--- src/rtl/rstctl_pkg.sv ---
package rstctl_pkg;
  localparam int unsigned ADDR_W = 4;
  localparam int unsigned DATA_W = 16;

  typedef enum logic [ADDR_W-1:0] {
    RA_CTRL   = 4'd0,
    RA_MCFG   = 4'd1,
    RA_GEN    = 4'd2,
    RA_BRIDGE = 4'd3,
    RA_IADDR  = 4'd4,
    RA_IDATA  = 4'd5
  } reg_addr_e;

  localparam int unsigned CTRL_SWRST_BIT = 0;
  localparam int unsigned MCFG_RXDMA_BIT = 0;
  localparam int unsigned MCFG_TXDMA_BIT = 1;
endpackage

--- src/rtl/rstctl_rst_sync.sv ---
module rstctl_rst_sync #(
  parameter int unsigned STAGES = 2
) (
  input  logic clk,
  input  logic arst_n,
  output logic rst_n_o
);
  logic [STAGES-1:0] chain_q;
  logic [STAGES-1:0] chain_d;

  always_comb begin
    chain_d = {chain_q[STAGES-2:0], 1'b1};
  end

  always_ff @(posedge clk or negedge arst_n) begin
    if (!arst_n) chain_q <= '0;
    else         chain_q <= chain_d;
  end

  assign rst_n_o = chain_q[STAGES-1];


  sync_assert_chk: assert property (@(posedge clk) !arst_n |-> !rst_n_o);
endmodule

--- src/rtl/rstctl_ready_timer.sv ---
module rstctl_ready_timer #(
  parameter int unsigned CLK_HZ     = 100_000_000,
  parameter int unsigned SETTLE_NUM = 625,
  parameter int unsigned SETTLE_DEN = 1_000_000
) (
  input  logic clk,
  input  logic rst_n,
  input  logic restart_i,
  output logic ready_o
);
  localparam longint unsigned CYC64 = (64'(CLK_HZ) * 64'(SETTLE_NUM)) / 64'(SETTLE_DEN);
  localparam int unsigned READY_CYCLES = (CYC64 < 64'd1) ? 1 : 32'(CYC64);
  localparam int unsigned CNT_W = $clog2(READY_CYCLES + 1);

  logic [CNT_W-1:0] cnt_q;
  logic [CNT_W-1:0] cnt_d;
  logic             done;

  assign done = (cnt_q == CNT_W'(READY_CYCLES));

  always_comb begin
    cnt_d = cnt_q;
    if (restart_i)  cnt_d = '0;
    else if (!done) cnt_d = cnt_q + 1'b1;
  end

  always_ff @(posedge clk or negedge rst_n) begin
    if (!rst_n) cnt_q <= '0;
    else        cnt_q <= cnt_d;
  end

  assign ready_o = done;


  restart_clr_chk: assert property (@(posedge clk) disable iff (!rst_n)
    restart_i |=> !ready_o);

  ready_hold_chk: assert property (@(posedge clk) disable iff (!rst_n)
    (ready_o && !restart_i) |=> ready_o);
endmodule

--- src/rtl/rstctl_ind_store.sv ---
module rstctl_ind_store #(
  parameter int unsigned DEPTH = 16,
  parameter int unsigned WIDTH = 16,
  localparam int unsigned AW   = $clog2(DEPTH)
) (
  input  logic             clk,
  input  logic             we_i,
  input  logic [AW-1:0]    addr_i,
  input  logic [WIDTH-1:0] wdata_i,
  output logic [WIDTH-1:0] rdata_o
);
  logic [WIDTH-1:0] mem_q [DEPTH];

  always_ff @(posedge clk) begin
    if (we_i) mem_q[addr_i] <= wdata_i;
  end

  assign rdata_o = mem_q[addr_i];
endmodule

--- src/rtl/rstctl_top.sv ---
module rstctl_top
  import rstctl_pkg::*;
#(
  parameter int unsigned CLK_HZ    = 100_000_000,
  parameter int unsigned IND_DEPTH = 16,
  localparam int unsigned IND_AW   = $clog2(IND_DEPTH)
) (
  input  logic              clk,
  input  logic              rst_hw_n,
  input  logic              host_wr_en,
  input  logic              host_rd_en,
  input  logic [ADDR_W-1:0] host_addr,
  input  logic [DATA_W-1:0] host_wdata,
  output logic [DATA_W-1:0] host_rdata,
  output logic              host_rd_valid,
  output logic              rx_dma_en,
  output logic              tx_dma_en,
  output logic [DATA_W-1:0] bridge_mode,
  output logic              port_ready
);
  logic rst_n;

  logic              swrst_q,  swrst_d;
  logic [DATA_W-1:0] mcfg_q,   mcfg_d;
  logic [DATA_W-1:0] gen_q,    gen_d;
  logic [DATA_W-1:0] bridge_q, bridge_d;
  logic [IND_AW-1:0] iaddr_q,  iaddr_d;
  logic [DATA_W-1:0] rdata_q,  rdata_d;
  logic              rvalid_q, rvalid_d;
  logic              ind_we;
  logic [DATA_W-1:0] ind_rdata;

  rstctl_rst_sync #(.STAGES(2)) u_sync (
    .clk     (clk),
    .arst_n  (rst_hw_n),
    .rst_n_o (rst_n)
  );

  rstctl_ready_timer #(.CLK_HZ(CLK_HZ)) u_timer (
    .clk       (clk),
    .rst_n     (rst_n),
    .restart_i (swrst_q),
    .ready_o   (port_ready)
  );

  assign ind_we = rst_n && host_wr_en && (host_addr == RA_IDATA);

  rstctl_ind_store #(.DEPTH(IND_DEPTH), .WIDTH(DATA_W)) u_store (
    .clk     (clk),
    .we_i    (ind_we),
    .addr_i  (iaddr_q),
    .wdata_i (host_wdata),
    .rdata_o (ind_rdata)
  );

  // next state
  always_comb begin
    swrst_d  = host_wr_en && (host_addr == RA_CTRL) &&
               host_wdata[CTRL_SWRST_BIT] && !swrst_q;
    mcfg_d   = mcfg_q;
    gen_d    = gen_q;
    iaddr_d  = iaddr_q;
    bridge_d = bridge_q;
    if (host_wr_en && (host_addr == RA_BRIDGE)) bridge_d = host_wdata;
    if (swrst_q) begin
      mcfg_d  = '0;
      gen_d   = '0;
      iaddr_d = '0;
    end else if (host_wr_en) begin
      case (host_addr)
        RA_MCFG:  mcfg_d  = host_wdata;
        RA_GEN:   gen_d   = host_wdata;
        RA_IADDR: iaddr_d = host_wdata[IND_AW-1:0];
        default:  ;
      endcase
    end

    rvalid_d = host_rd_en;
    rdata_d  = '0;
    if (host_rd_en) begin
      case (host_addr)
        RA_CTRL:   rdata_d = DATA_W'(swrst_q);
        RA_MCFG:   rdata_d = mcfg_q;
        RA_GEN:    rdata_d = gen_q;
        RA_BRIDGE: rdata_d = bridge_q;
        RA_IADDR:  rdata_d = DATA_W'(iaddr_q);
        RA_IDATA:  rdata_d = ind_rdata;
        default:   rdata_d = '0;
      endcase
    end
  end

  // registers
  always_ff @(posedge clk or negedge rst_n) begin
    if (!rst_n) begin
      swrst_q  <= 1'b0;
      mcfg_q   <= '0;
      gen_q    <= '0;
      bridge_q <= '0;
      iaddr_q  <= '0;
      rdata_q  <= '0;
      rvalid_q <= 1'b0;
    end else begin
      swrst_q  <= swrst_d;
      mcfg_q   <= mcfg_d;
      gen_q    <= gen_d;
      bridge_q <= bridge_d;
      iaddr_q  <= iaddr_d;
      rdata_q  <= rdata_d;
      rvalid_q <= rvalid_d;
    end
  end

  assign host_rdata    = rdata_q;
  assign host_rd_valid = rvalid_q;
  assign rx_dma_en     = mcfg_q[MCFG_RXDMA_BIT];
  assign tx_dma_en     = mcfg_q[MCFG_TXDMA_BIT];
  assign bridge_mode   = bridge_q;


  swrst_pulse_chk: assert property (@(posedge clk) disable iff (!rst_n)
    swrst_q |=> !swrst_q);

  swrst_clear_chk: assert property (@(posedge clk) disable iff (!rst_n)
    swrst_q |=> (mcfg_q == '0 && gen_q == '0 && iaddr_q == '0));

  bridge_keep_chk: assert property (@(posedge clk) disable iff (!rst_n)
    (swrst_q && !(host_wr_en && host_addr == RA_BRIDGE)) |=> $stable(bridge_q));

  rd_valid_chk: assert property (@(posedge clk) disable iff (!rst_n)
    host_rd_en |=> host_rd_valid);

  dma_off_chk: assert property (@(posedge clk) disable iff (!rst_n)
    swrst_q |=> (!rx_dma_en && !tx_dma_en));
endmodule

--- config.mk ---
export PLATFORM = sky130hd
export DESIGN_NAME = rstctl_top
export DESIGN_NICKNAME = d
export VERILOG_FILES = /design/src/rtl/rstctl_pkg.sv /design/src/rtl/rstctl_rst_sync.sv /design/src/rtl/rstctl_ready_timer.sv /design/src/rtl/rstctl_ind_store.sv /design/src/rtl/rstctl_top.sv
export SDC_FILE = /design/constraint.sdc
export NUM_CORES = 1
export LEC_CHECK = 0
export ABC_AREA = 1
export BUFFER_PORTS_ARGS = -buffer_cell sky130_fd_sc_hd__buf_2
export CAP_MARGIN = 20
export CORE_MARGIN = 4
export CORE_UTILIZATION = 65
export CTS_BUF_LIST = sky130_fd_sc_hd__clkbuf_8
export DETAILED_ROUTE_END_ITERATION = 6
export GPL_TIMING_DRIVEN = 0
export HOLD_SLACK_MARGIN = 0.08
export PLACE_DENSITY = 0.84
export SYNTH_ARGS = -nofsm -noshare
export SYNTH_HDL_FRONTEND = slang
export SYNTH_SLANG_ARGS = --single-unit
--- constraint.sdc ---
create_clock -name clk -period 6.85 [get_ports clk]
set_input_delay 0.3425 -clock clk [delete_from_list [all_inputs] [get_ports clk]]
set_output_delay 0.3425 -clock clk [all_outputs]
set_load 0.05 [all_outputs]
==> summary.md <==
| Metric | Value |
|---|---|
| Outcome | finished clean |
| Leak Pwr | roughly 7.4 nW |
| CTS clk-pin slew, worst paths | 60 ps |
| Final wirelength | 36300 um |
| Min Tclk post-route | roughly 3100 ps |
| Mapped Nets | approximately 1500 |
| Vias in the first global route | 10600 |
| Worst Setup Start Kind | flip-flop |
| Core ar. | around 22000 um2 |
| H-tree levels | 2 |
| Fin crit share | a little under half |
| Max Cap Violations | 0 |
| GRT Overall Usage | roughly 30% |
| CP Data Arrival Time | about 3400 ps |
| Die area | between 20000 and 25000 um2 |
| Most common cell in the netlist | nand2_1 |
| Bufs and invs on worst path | 2 |
| Crit path largest cell delay | ~800 ps |
| Synth Cell Area | 14600 um2 |
| Clock sink count | roughly 340 |
| Sequential cell area fraction in the yosys report | roughly two thirds |
| Chip height | 158 um |
| CP most frequent cell | nor2_1 |
| Top cells by count, synth | 775 x nand2_1, 256 x edfxtp_1, 88 x dfrtp_1, 76 x inv_1, 61 x nor2_1 |
| Layout area overhead | 12.5% |
| Fill cells | 1421 |
| Most used DFF post-synth | edfxtp_1 |
| WS Path Type | flip-flop to flip-flop |
| Worst hold margin | 129 ps |
| Crit-path cells | buf_12, nand2_1, nor2_1, nand3_1, nor2_1, buf_6 |
| Total of warnings raised by yosys | 0 |
| Top cells by area, synth | edfxtp_1 53%, nand2_1 20%, dfrtp_1 15%, o21ai_0 2.0%, inv_1 2.0% |
| Area leader, netlist | edfxtp_1 |
| PortBufs | just under 60 |
| Worst-margin pin slew | around 950 ps |
| Clock Tree Root | clkbuf_8 |
| Max frequency | around 320 MHz |
| # rows | 54 |
| # diodes | 0 |
| Inserted Clock Buffers | 52 |
| Min setup slack post-route | roughly 3700 ps |
| Maximum number of pins on one net before global-route repair | 45 |
| Avg WL per Cell | 18.7 um |
| Fin. max-slew vios | 0 |
| Drt pass-1 iters | 6 |
| Cell family with most CP delay | simple AND/OR/NAND/NOR gates |
| Via count | between 10000 and 15000 |
| Bufs on Longest Clock Path | 3 |
| Initial antenna violation count | 0 |
| Final hold violation count | 0 |
| Grt ovf | 0 |
| Hpwl dp | between 20000 and 25000 um |
| Ys async rst share | around a quarter |
| Setup_tns | 0 ps |
| Min-delay worst type | primary input to flip-flop |
| CP max-delay cell | dfrtp_4 |
| Final setup vio count | 0 |
| Synth cell types | 29 |
| Critical path endpoint category | flip-flop |
| Synth Instances | about 1500 |
| DR DRC count | 0 |
| Final #Nets | between 1500 and 2000 |
| Starting Density | approximately 67% |
| Setup Buffers After CTS | 0 |
| PD cells | between 300 and 400 nW/um2 |
| Share of layout cells above drive strength 1 | between 10% and 20% |
| CTS tree | yes |
| Die W | approximately 160 um |
| Power, Total | 5.04 mW |
| Maximum VDD drop | between 150 and 200 uV |
| Io pins | 60 |
| Final std cells w/o fill | between 1500 and 2000 |
| Fin area | about 16000 um2 |
| Syn avg cell area | 9.79 um2 |
| CP max FO | 44 |
| Routed Antenna Nets | 0 |
| RSZ-0062 raised after global routing | no |
| Flop and latch count out of synthesis | 344 |
| First-pass GRT wire length | 56700 um |
| DP Area | roughly 15000 um2 |
| Max transition margin | 36.7% |
| Pre-CTS setup slack | roughly 3800 ps |
| Worst-skew pair later-pin latency | 580 ps |
| Layout Skew | 31.0 ps |
| Post-synth EDFFs | around 260 |
| Worst EP required | around 7100 ps |
| Final Core Density | between 70% and 80% |
| Placed cells | roughly 1800 |
| 1st-iter DRT viols | ~1500 |
| Vias per cell | between 5 and 6 |
| Final Wtd Congestion | ~0.94 |
| Synth top area share | 52.6% |
==> per-layer routing <==
layer	part of all wire [%]	vias to the layer above	track usage (%)	wire length (um)
met4	3.9	0	11.6	1400
met5	0	-	0	0
met2	46	681	46.1	16600
met1	39	5080	42.0	14200
met3	11	100	6.92	4170
li1	-	5089	-	-
==> cell type report <==
type                            instances  area, um2  area share [%]
Buffer                                 64        377            2.29
Sequential cell                       344       9890            60.2
Tap cell                              280        350            2.13
Multi-Input combinational cell       1003       4040            24.6
Timing Repair Buffer                   79        512            3.11
Inverter                               81        307            1.87
Clock buffer                           59        812            4.94
Clock inverter                         34        139           0.845
==> tightest hold or removal path, cell delays in order <==
cell and delay [ps]:
buf_2 150, inv_1 110, nor4_1 60
==> cell families (layout without fill, tap and decap cells) <==
kind of cell | count (synthesis) | count (layout) | synth area share, %
buffers and inverters | 145 | 317 | 4.68
XOR/XNOR | 2 | 2 | 0.120
adder cells (fa/ha/maj) | 2 | 2 | 0.171
flip-flops | 344 | 344 | 67.7
other | 1 | 1 | 0.0257
AO/OA/AOI/OAI | 130 | 130 | 4.65
AND/OR/NAND/NOR | 868 | 868 | 22.7
==> cells in the final DEF, fill, tap and decap left out, types with 5 or more instances in the layout <==
cell type	instances
o22ai_1	10
buf_2	92
buf_6	21
inv_1	90
nand3_1	17
clkinv_2	5
dlygate4sd3_1	5
clkbuf_1	14
nor2_2	6
edfxtp_1	256
buf_4	8
o21ai_0	58
a21oi_1	36
nor2_1	59
clkbuf_8	59
clkinv_1	15
nand2_1	775
dfrtp_1	87
o21ai_1	23
nor3_1	5
==> flip-flops by register name (all words and copies together) (netlist names) <==
| signal | flops |
|---|---|
| bridge_mode | 16 |
| gen_q | 16 |
| host_rd_valid | 1 |
| host_rdata | 16 |
| iaddr_q | 4 |
| mcfg_q | 16 |
| swrst_q | 1 |
| u_store.mem_q | 256 |
| u_sync.chain_q | 2 |
| u_timer.cnt_q | 16 |
==> power breakdown <==
part           switching [mW]  internal [mW]  leakage [nW]
sequential             0.0771           2.35          3.42
clock                   0.743          0.784         0.545
combinational           0.788          0.294          3.45
total                    1.61           3.43          7.41
==> worst paths after layout <==
path / slack [ps] / startpoint / to / cells after the start
max in group asynchronous: 5870 / u_sync.chain_q[1] / gen_q[2] / 1
hold reg to reg: 330 / u_sync.chain_q[1] / u_timer.cnt_q[7] / 0
hold / removal: 130 / host_wr_en / swrst_q / 3
min in group asynchronous: 330 / u_sync.chain_q[1] / u_timer.cnt_q[7] / 0
setup reg to reg: 3700 / u_sync.chain_q[1] / u_store.mem_q[6][4] / 6
setup / recovery: 3700 / u_sync.chain_q[1] / u_store.mem_q[6][4] / 6
==> repair_timing <==
action / CTS / global route
hold buffers: 5 / 0
hold endpoints to repair: 4 / 0
gates resized for setup: 0 / 0
Power figures use the tool's default switching activity.
